File: config.mk
export PLATFORM = sky130hd
export DESIGN_NAME = hz_ctrl
export DESIGN_NICKNAME = d
export VERILOG_FILES = /design/src/rtl/hz_pkg.sv /design/src/rtl/hz_dest_decode.sv /design/src/rtl/hz_src_decode.sv /design/src/rtl/hz_fwd_select.sv /design/src/rtl/hz_ctrl.sv
export SDC_FILE = /design/constraint.sdc
export NUM_CORES = 1
export LEC_CHECK = 0
export BUFFER_PORTS_ARGS = -buffer_cell sky130_fd_sc_hd__clkbuf_2
export CAP_MARGIN = 20
export CORE_MARGIN = 2
export CORE_UTILIZATION = 40
export DETAILED_ROUTE_END_ITERATION = 8
export GPL_TIMING_DRIVEN = 0
export PLACE_DENSITY = 0.81
export SYNTH_ARGS = -nofsm -noshare
export SYNTH_HDL_FRONTEND = slang
export SYNTH_SLANG_ARGS = --single-unit
File: constraint.sdc
create_clock -name vclk -period 1.8
set_clock_uncertainty 0.1 [all_clocks]
set_input_delay 0.27 -clock vclk [all_inputs]
set_output_delay 0.27 -clock vclk [all_outputs]
set_load 0.01 [all_outputs]
File: src/rtl/hz_pkg.sv
package hz_pkg;
   localparam int OP_W = 4;

   typedef enum logic [OP_W-1:0] {
      OP_NONE  = 4'd0,
      OP_ALU   = 4'd1,
      OP_ALUI  = 4'd2,
      OP_LOAD  = 4'd3,
      OP_STORE = 4'd4,
      OP_BRZ   = 4'd5,
      OP_BRNZ  = 4'd6,
      OP_JMP   = 4'd7,
      OP_JMPL  = 4'd8,
      OP_JREG  = 4'd9,
      OP_JREGL = 4'd10
   } hz_op_e;

   typedef enum logic [1:0] {
      SRC_RF  = 2'd0,
      SRC_EX  = 2'd1,
      SRC_MEM = 2'd2,
      SRC_WB  = 2'd3
   } hz_sel_e;
endpackage

File: src/rtl/hz_dest_decode.sv
module hz_dest_decode
   import hz_pkg::*;
#(
   parameter int REG_AW   = 5,
   parameter int LINK_REG = 31,
   parameter bit LATE     = 1'b0
) (
   input  logic [OP_W-1:0]   op_i,
   input  logic [REG_AW-1:0] rt_i,
   input  logic [REG_AW-1:0] rd_i,
   output logic [REG_AW-1:0] ws_o,
   output logic              we_o,
   output logic              fwd_o
);
   localparam logic [REG_AW-1:0] LINK = REG_AW'(LINK_REG);

   hz_op_e op;
   logic   writes;
   logic   alu_class;

   always_comb begin
      op        = hz_op_e'(op_i);
      ws_o      = '0;
      writes    = 1'b0;
      alu_class = 1'b0;
      case (op)
         OP_ALU:           begin ws_o = rd_i; writes = 1'b1; alu_class = 1'b1; end
         OP_ALUI:          begin ws_o = rt_i; writes = 1'b1; alu_class = 1'b1; end
         OP_LOAD:          begin ws_o = rt_i; writes = 1'b1; end
         OP_JMPL, OP_JREGL: begin ws_o = LINK; writes = 1'b1; end
         default:          ;
      endcase
      we_o = writes && (ws_o != '0);
   end

   generate
      if (LATE) begin : g_late
         assign fwd_o = we_o;
      end else begin : g_early
         assign fwd_o = we_o && alu_class;
      end
   endgenerate
endmodule

File: src/rtl/hz_src_decode.sv
module hz_src_decode
   import hz_pkg::*;
(
   input  logic [OP_W-1:0] op_i,
   output logic            re_rs_o,
   output logic            re_rt_o
);
   hz_op_e op;

   always_comb begin
      op = hz_op_e'(op_i);
      case (op)
         OP_ALU, OP_STORE: begin re_rs_o = 1'b1; re_rt_o = 1'b1; end
         OP_ALUI, OP_LOAD, OP_BRZ, OP_BRNZ, OP_JREG, OP_JREGL:
                           begin re_rs_o = 1'b1; re_rt_o = 1'b0; end
         default:          begin re_rs_o = 1'b0; re_rt_o = 1'b0; end
      endcase
   end
endmodule

File: src/rtl/hz_fwd_select.sv
module hz_fwd_select
   import hz_pkg::*;
#(
   parameter int REG_AW      = 5,
   parameter int NSTG        = 3,
   parameter bit FULL_BYPASS = 1'b1
) (
   input  logic [REG_AW-1:0]            src_i,
   input  logic                         re_i,
   input  logic [NSTG-1:0][REG_AW-1:0]  ws_i,
   input  logic [NSTG-1:0]              we_i,
   input  logic [NSTG-1:0]              fwd_i,
   output logic [1:0]                   sel_o,
   output logic                         wait_o
);
   logic [NSTG-1:0] hit;

   for (genvar k = 0; k < NSTG; k++) begin : g_hit
      assign hit[k] = re_i && we_i[k] && (ws_i[k] == src_i);
   end

   generate
      if (FULL_BYPASS) begin : g_full
         always_comb begin
            sel_o  = SRC_RF;
            wait_o = 1'b0;
            for (int k = NSTG - 1; k >= 0; k--) begin
               if (hit[k]) begin
                  sel_o  = fwd_i[k] ? 2'(k + 1) : SRC_RF;
                  wait_o = !fwd_i[k];
               end
            end
         end
      end else begin : g_basic
         logic unused_fwd;
         assign unused_fwd = ^fwd_i;
         assign sel_o      = SRC_RF;
         assign wait_o     = |hit;
      end
   endgenerate
endmodule

File: src/rtl/hz_ctrl.sv
module hz_ctrl
   import hz_pkg::*;
#(
   parameter int REG_AW      = 5,
   parameter int LINK_REG    = 31,
   parameter bit FULL_BYPASS = 1'b1
) (
   input  logic [3:0]        dec_op,
   input  logic [REG_AW-1:0] dec_rs,
   input  logic [REG_AW-1:0] dec_rt,
   input  logic [3:0]        ex_op,
   input  logic [REG_AW-1:0] ex_rt,
   input  logic [REG_AW-1:0] ex_rd,
   input  logic              ex_zero,
   input  logic [3:0]        mem_op,
   input  logic [REG_AW-1:0] mem_rt,
   input  logic [REG_AW-1:0] mem_rd,
   input  logic [3:0]        wb_op,
   input  logic [REG_AW-1:0] wb_rt,
   input  logic [REG_AW-1:0] wb_rd,
   output logic              stall,
   output logic [1:0]        sel_a,
   output logic [1:0]        sel_b
);
   localparam int NSTG = 3;
   localparam int NOPD = 2;

   generate
      if (LINK_REG <= 0 || LINK_REG >= (1 << REG_AW)) begin : g_bad_link
         $error("hz_ctrl: LINK_REG out of register range");
      end
      if (REG_AW < 1 || REG_AW > 8) begin : g_bad_aw
         $error("hz_ctrl: REG_AW out of supported range");
      end
   endgenerate

   logic [NSTG-1:0][OP_W-1:0]   stg_op;
   logic [NSTG-1:0][REG_AW-1:0] stg_rt, stg_rd, stg_ws;
   logic [NSTG-1:0]             stg_we, stg_fwd;

   assign stg_op = {wb_op, mem_op, ex_op};
   assign stg_rt = {wb_rt, mem_rt, ex_rt};
   assign stg_rd = {wb_rd, mem_rd, ex_rd};

   for (genvar k = 0; k < NSTG; k++) begin : g_stage
      hz_dest_decode #(
         .REG_AW(REG_AW), .LINK_REG(LINK_REG), .LATE(k != 0)
      ) u_dest (
         .op_i(stg_op[k]), .rt_i(stg_rt[k]), .rd_i(stg_rd[k]),
         .ws_o(stg_ws[k]), .we_o(stg_we[k]), .fwd_o(stg_fwd[k])
      );
   end

   logic re_rs, re_rt;
   hz_src_decode u_src (.op_i(dec_op), .re_rs_o(re_rs), .re_rt_o(re_rt));

   logic [NOPD-1:0][REG_AW-1:0] opd_src;
   logic [NOPD-1:0]             opd_re, opd_wait;
   logic [NOPD-1:0][1:0]        opd_sel;

   assign opd_src = {dec_rt, dec_rs};
   assign opd_re  = {re_rt, re_rs};

   for (genvar j = 0; j < NOPD; j++) begin : g_opd
      hz_fwd_select #(
         .REG_AW(REG_AW), .NSTG(NSTG), .FULL_BYPASS(FULL_BYPASS)
      ) u_sel (
         .src_i(opd_src[j]), .re_i(opd_re[j]),
         .ws_i(stg_ws), .we_i(stg_we), .fwd_i(stg_fwd),
         .sel_o(opd_sel[j]), .wait_o(opd_wait[j])
      );
   end

   hz_op_e ex_cls;
   logic   br_taken;

   always_comb begin
      ex_cls   = hz_op_e'(ex_op);
      br_taken = ((ex_cls == OP_BRZ) && ex_zero) || ((ex_cls == OP_BRNZ) && !ex_zero);
   end

   assign stall = (|opd_wait) && !br_taken;
   assign sel_a = opd_sel[0];
   assign sel_b = opd_sel[1];
endmodule

==> results.json, run 1 <==
{
  "power.density_nw_per_um2": 247,
  "critPathCaptureType": "output pin",
  "cp_cell_sequence": "buf_8 -> buf_4 -> a21o_4 -> nor2_4 -> buf_6 -> xnor2_2 -> nand4_1 -> nor4_4 -> mux2i_2 -> buf_2",
  "vdd_ir_drop_max_mv": 0.138,
  "cts_hold_buf": 0,
  "multiInputGateArea_um2": 1060,
  "dieHeight_um": 51.0,
  "yosysUniqueCellTypes": 27,
  "met3_usage_pct": 1.75,
  "drv_slew": 0,
  "row_count": 17,
  "synth_area_um2": 883,
  "met2_usage_pct": 44.6,
  "crit_slowest_cell": "nor4_4",
  "postRouteAntennaNets": 0,
  "p_int_uw": 179,
  "synth_cells": 122,
  "critPathMaxFanout": 6,
  "grt_overflow": 0,
  "slowest_delay_ns": 0.26,
  "power_frac_comb_pct": 100.0,
  "required_ns": 1.43,
  "first_iter_violations": 16,
  "max_cap_violations": 0,
  "rsz0062_at_grt": "yes",
  "grt_usage_pct": 22.8,
  "place_hpwl_mm": 2.41,
  "hp-class": "in -> out",
  "nNetsFinal": 250,
  "start_kind": "input port",
  "gp_congestion": 0.843,
  "drt_wl_total_mm": 3.00,
  "yosysWarnings": 0,
  "worst_slew_pin_slew_ns": 0.424,
  "max_freq_ghz": 0.431,
  "grt_use_met1_pct": 27.0,
  "io_pins": 62,
  "viasPerCell": 5.51,
  "layout-drive-gt1-share_pct": 57.2,
  "criticalPathCategory": "in -> out",
  "synth_seq_area_share_pct": 0,
  "register_area_um2": 0,
  "clkbuf_count": 0,
  "diodes": 0,
  "syn_area_per_cell_um2": 7.24,
  "numPortBuffers": 59,
  "switching_share_pct": 51.8,
  "crit_arrival_ns": 1.95,
  "whs_ns": 0.975,
  "die_area_um2": 2600,
  "period_minus_slack_ns": 2.32,
  "power_switching_uw": 193,
  "wl_per_cell_um": 14.0,
  "grt_pass1_wl_mm": 4.78,
  "fin_crit_sh_pct": 129,
  "syn_nets": 183,
  "drc_errors": 0,
  "start_util_pct": 41.1,
  "antenna_found_initial": 0,
  "hold_viol": 0,
  "grt_pass1_vias": 1140,
  "busiest_layer": "met2",
  "vias": 1184,
  "finalSetupViolCount": 5,
  "setup_slack_ns": -0.522,
  "core_area_um2": 2150,
  "pwr-share-clk_pct": 0,
  "slew_headroom_pct": 71.4,
  "status": "finished, violations left",
  "grt_max_degree": 11,
  "seqPwrFrac_pct": 0,
  "p_leak_uw": 0.000610,
  "violations": "setup timing",
  "syn2layout_area_growth_pct": 70.5,
  "tns_ns": -2.30,
  "flops_and_latches": 0,
  "fillers": 168,
  "dr.pass1.iters": 4,
  "chipWidth_um": 51.0
}
## stage by stage
step                      util, %  setup WS [ns]  total power, µW  cells  area [µm²]
after CTS                    66.3         -0.508              347    212        1430
after global routing         70.1         -0.613              402    215        1510
after detailed placement     61.1         -0.605              312    209        1310
final                        70.1         -0.522              372    215        1510
after floorplan                 -         -0.214              198    122         982
after global placement       61.1         -0.532              298    209        1310
## per-layer routing
layer	vias to the layer above	wire length [µm]
li1	581	-
met1	543	1140
met2	58	1660
met3	2	180
met4	0	14
met5	-	0
## worst max-delay path, delay by kind of cell
family | cells | cell delay [ns]
AND/OR/NAND/NOR | 3 | 0.58
buffers and inverters | 4 | 0.50
AO/OA/AOI/OAI | 1 | 0.25
multiplexers | 1 | 0.25
XOR/XNOR | 1 | 0.10
## layout make-up
class,instances,share of cell area (%)
well taps,28,2.33
repair buffers,65,24.6
multi-input cells,117,70.3
plain buffers,2,1.99
inverters,3,0.748
## timing repair
item	CTS	global route
buffers inserted	3	4
hold endpoints to repair	0	0
pin swaps	7	10
gates resized for setup	18	16
setup endpoints to repair	5	5
## synthesized netlist by cell type, types with 2 or more instances
cell type	n	area (µm²)
nor4_4	2	42.5
a21oi_1	21	105
nor4_1	2	12.5
o21ai_0	2	10.0
nand2_1	4	15.0
nand2b_1	2	12.5
nand3b_1	10	75.1
a221oi_1	4	35.0
inv_1	3	11.3
nand4_1	6	37.5
nor2_1	13	48.8
xor2_1	6	52.6
a21o_1	2	15.0
or4_1	2	15.0
buf_2	2	10.0
mux2i_1	4	40.0
ha_1	4	50.1
nor3_1	2	10.0
xnor2_1	23	201
## final timing paths
| path | start | to | slack [ns] | cells after the start |
|---|---|---|---|---|
| worst max-delay path | ex_op[0] | sel_a[0] | -0.52 | 10 |
| worst min-delay path | ex_op[2] | sel_b[0] | 0.97 | 5 |
## layout by cell type, fill, tap and decap left out, types with 5 or more instances in the layout
| cell type | instances |
|---|---|
| nand3b_1 | 10 |
| xnor2_1 | 23 |
| nor2_4 | 5 |
| nor2_1 | 6 |
| clkbuf_2 | 53 |
| a21oi_1 | 8 |
| a21oi_2 | 13 |
| xor2_1 | 6 |
| nand4_1 | 6 |
## logic make-up after synthesis
logic type / synth area share [%]
adders and majority gates: 5.67
AOI/OAI and AO/OA: 22.2
xor gates and xnor gates: 30.6
and+or+nand+nor: 34.6
muxes: 4.53
buffers and inverters: 2.41
## power by group through the flow
stage	Combinational, µW	Sequential [µW]	Clock, µW
after floorplan	198	0	0
after global placement	298	0	0
after detailed placement	312	0	0
after CTS	347	0	0
after global routing	402	0	0
final	372	0	0
(Power assumes the default switching activity.)
==> run 2, diff against run 1 <==
--- a/config.mk
+++ b/config.mk
@@ -8,10 +8,13 @@
 export BUFFER_PORTS_ARGS = -buffer_cell sky130_fd_sc_hd__clkbuf_2
 export CAP_MARGIN = 20
 export CORE_MARGIN = 2
-export CORE_UTILIZATION = 40
+export CORE_UTILIZATION = 43
 export DETAILED_ROUTE_END_ITERATION = 8
 export GPL_TIMING_DRIVEN = 0
 export PLACE_DENSITY = 0.81
+export RECOVER_POWER = 100
+export SLEW_MARGIN = 10
 export SYNTH_ARGS = -nofsm -noshare
 export SYNTH_HDL_FRONTEND = slang
+export SYNTH_HIERARCHICAL = 1
 export SYNTH_SLANG_ARGS = --single-unit
==> run 2 against run 1 <==
Net effect:
- area after synthesis up 24%
- combinational power is 34% higher
- die area up 14%
- power up 34%
- utilization rose by 6.7 points
- fmax shrank 13%
- critical endpoint is now stall
- flip-flop and latch count did not move
- count of clock-buffer cells in the layout unchanged
- setup slack worse by 0.34 ns
- the flow still finishes with violations (setup timing)
- sequential share of layout area is the same
- first-iteration DRC count rose to 3.6 times the previous value
==> results.json, run 2 <==
{
  "status": "finished, violations left",
  "violations": "setup timing",
  "grt_usage_pct": 27.1,
  "yosysMostFrequentCell": "xor2_1",
  "p_int_uw": 229,
  "hold_viol": 0,
  "drt_wl_total_mm": 4.89,
  "synth_cells": 157,
  "critPathMaxFanout": 7,
  "synth_area_um2": 1090,
  "p_leak_uw": 0.000836,
  "yosys.area.top_type": "xor2_1",
  "wl_per_cell_um": 18.6,
  "start_kind": "input port",
  "numPortBuffers": 60,
  "place_hpwl_mm": 2.60,
  "core_area_um2": 2450,
  "max_freq_ghz": 0.376,
  "worst_slew_pin_slew_ns": 0.393,
  "synthSimpleGateAreaFrac_pct": 32.9,
  "start_util_pct": 44.6,
  "register_area_um2": 0,
  "hold_depth": 3,
  "flops_and_latches": 0,
  "row_count": 18,
  "grt_max_degree": 11,
  "power.density_nw_per_um2": 263,
  "clkbuf_count": 0,
  "nNetsFinal": 295,
  "switching_share_pct": 53.9,
  "synthAdderAreaFrac_pct": 3.43,
  "chipWidth_um": 54.5,
  "layout-drive-gt1-share_pct": 56.2,
  "synth_top_area_share_pct": 14.4,
  "synth_xor_area_share_pct": 24.8,
  "vias": 1654,
  "period_minus_slack_ns": 2.66,
  "hp-class": "in -> out",
  "power_switching_uw": 268,
  "cts_hold_buf": 0,
  "vdd_ir_drop_max_mv": 0.229,
  "synth-compound-area-share_pct": 27.2,
  "drv_slew": 0,
  "syn_area_per_cell_um2": 6.97,
  "grt_pass1_wl_mm": 6.00,
  "stdcell_area_um2": 1890,
  "criticalPathCategory": "in -> out",
  "power_frac_comb_pct": 100.0,
  "seqPwrFrac_pct": 0,
  "synth_seq_area_share_pct": 0,
  "setup_slack_ns": -0.859,
  "io_pins": 62,
  "rsz0062_at_grt": "yes",
  "dr.pass1.iters": 4,
  "drc_errors": 0,
  "max_cap_violations": 0,
  "finalSetupViolCount": 5,
  "die_area_um2": 2970,
  "placed_cell_area_um2": 1480,
  "critPathCaptureType": "output pin",
  "post-route-util_pct": 76.9,
  "layout_commonest_cell": "clkbuf_2",
  "first_iter_violations": 58,
  "fin_crit_sh_pct": 148,
  "gp_congestion": 0.831,
  "dieHeight_um": 54.5,
  "grt_pass1_vias": 1414,
  "syn2layout_area_growth_pct": 72.3,
  "antenna_found_initial": 0,
  "grt_overflow": 0,
  "slew_headroom_pct": 73.7,
  "mostFrequentLayoutCells": "clkbuf_2 (49), buf_4 (18), xor2_1 (17)",
  "required_ns": 1.43,
  "yosysWarnings": 6,
  "synth_commonest_cells": "xor2_1 (18), a21oi_1 (17), xnor2_1 (13)",
  "crit_arrival_ns": 2.29,
  "synthTopCellsByArea": "xor2_1 (14%), xnor2_1 (10%), a21oi_1 (7.8%)",
  "syn_nets": 217,
  "viasPerCell": 6.29,
  "pwr-share-clk_pct": 0,
  "synth_top_family_by_area": "simple AND/OR/NAND/NOR gates",
  "postRouteAntennaNets": 0,
  "diodes": 0,
  "synthMuxAreaShare_pct": 2.74,
  "yosysUniqueCellTypes": 34
}
run 2: cell count changes in the layout (fill, tap and decap cells not counted), sizes merged, moves of 6 or more:
cell | before | now
xnor2 | 24 | 13
nor2 | 14 | 7
buf | 13 | 30
nand2 | 4 | 10
and2 | 0 | 6
inv | 3 | 11
xor2 | 6 | 18
run 2: stage by stage:
stage / instances / hold WS, ns / TNS [ns] / worst slack (ns) / total power, µW
5_1_grt: 263 / 0.850 / -3.74 / -0.911 / 524
4_1_cts: 258 / 0.823 / -2.88 / -0.726 / 420
3_3_place_gp: 247 / 0.792 / -3.94 / -1.04 / 331
6_report: 263 / 0.835 / -3.29 / -0.859 / 497
3_5_place_dp: 247 / 0.791 / -3.97 / -1.02 / 337
2_1_floorplan: 157 / 0.524 / -2.16 / -0.545 / 217
run 2: logic make-up after synthesis:
kind of cell               Yosys count
xor gates and xnor gates            31
AOI/OAI and AO/OA                   43
and+or+nand+nor                     60
muxes                                3
buffers and inverters               17
adders and majority gates            3
run 2: final cells by class:
class | instances | area [µm²]
plain buffers | 5 | 56.3
fillers | 172 | 568
multi-input cells | 140 | 1280
repair buffers | 77 | 473
well taps | 30 | 37.5
inverters | 11 | 41.3
run 2: path summary, 6_finish.rpt:
kind / start / to / slack [ns]
worst min-delay path: ex_op[2] / stall / 0.83
worst max-delay path: wb_op[3] / stall / -0.86
run 2: power groups by stage:
stage	combinational (µW)	clock [µW]	sequential, µW
final	497	0	0
after global routing	524	0	0
after CTS	420	0	0
after detailed placement	337	0	0
after global placement	331	0	0
after floorplan	217	0	0
run 2: layer usage:
layer,global-route usage (%),vias up,wire length (µm)
met5,0,-,0
met4,8.33,0,241
met3,1.91,31,332
met2,53.4,110,2590
met1,30.3,789,1730
li1,-,724,-
run 2: repair_timing:
item / CTS / global route
cloned: 0 / 1
resized for setup: 37 / 28
buffers inserted: 11 / 5
endpoints found under the setup margin: 5 / 5
pin swaps: 18 / 9
run 2: worst max-delay path, stage by stage:
cell and delay (ns):
buf_2 0.20, a21o_4 0.22, a21oi_4 0.06, nor4_1 0.30, o21ai_1 0.16, buf_4 0.17
nor3_1 0.18, o211ai_1 0.13, a31oi_1 0.22, nor2_1 0.09, a31oi_2 0.13, buf_2 0.15
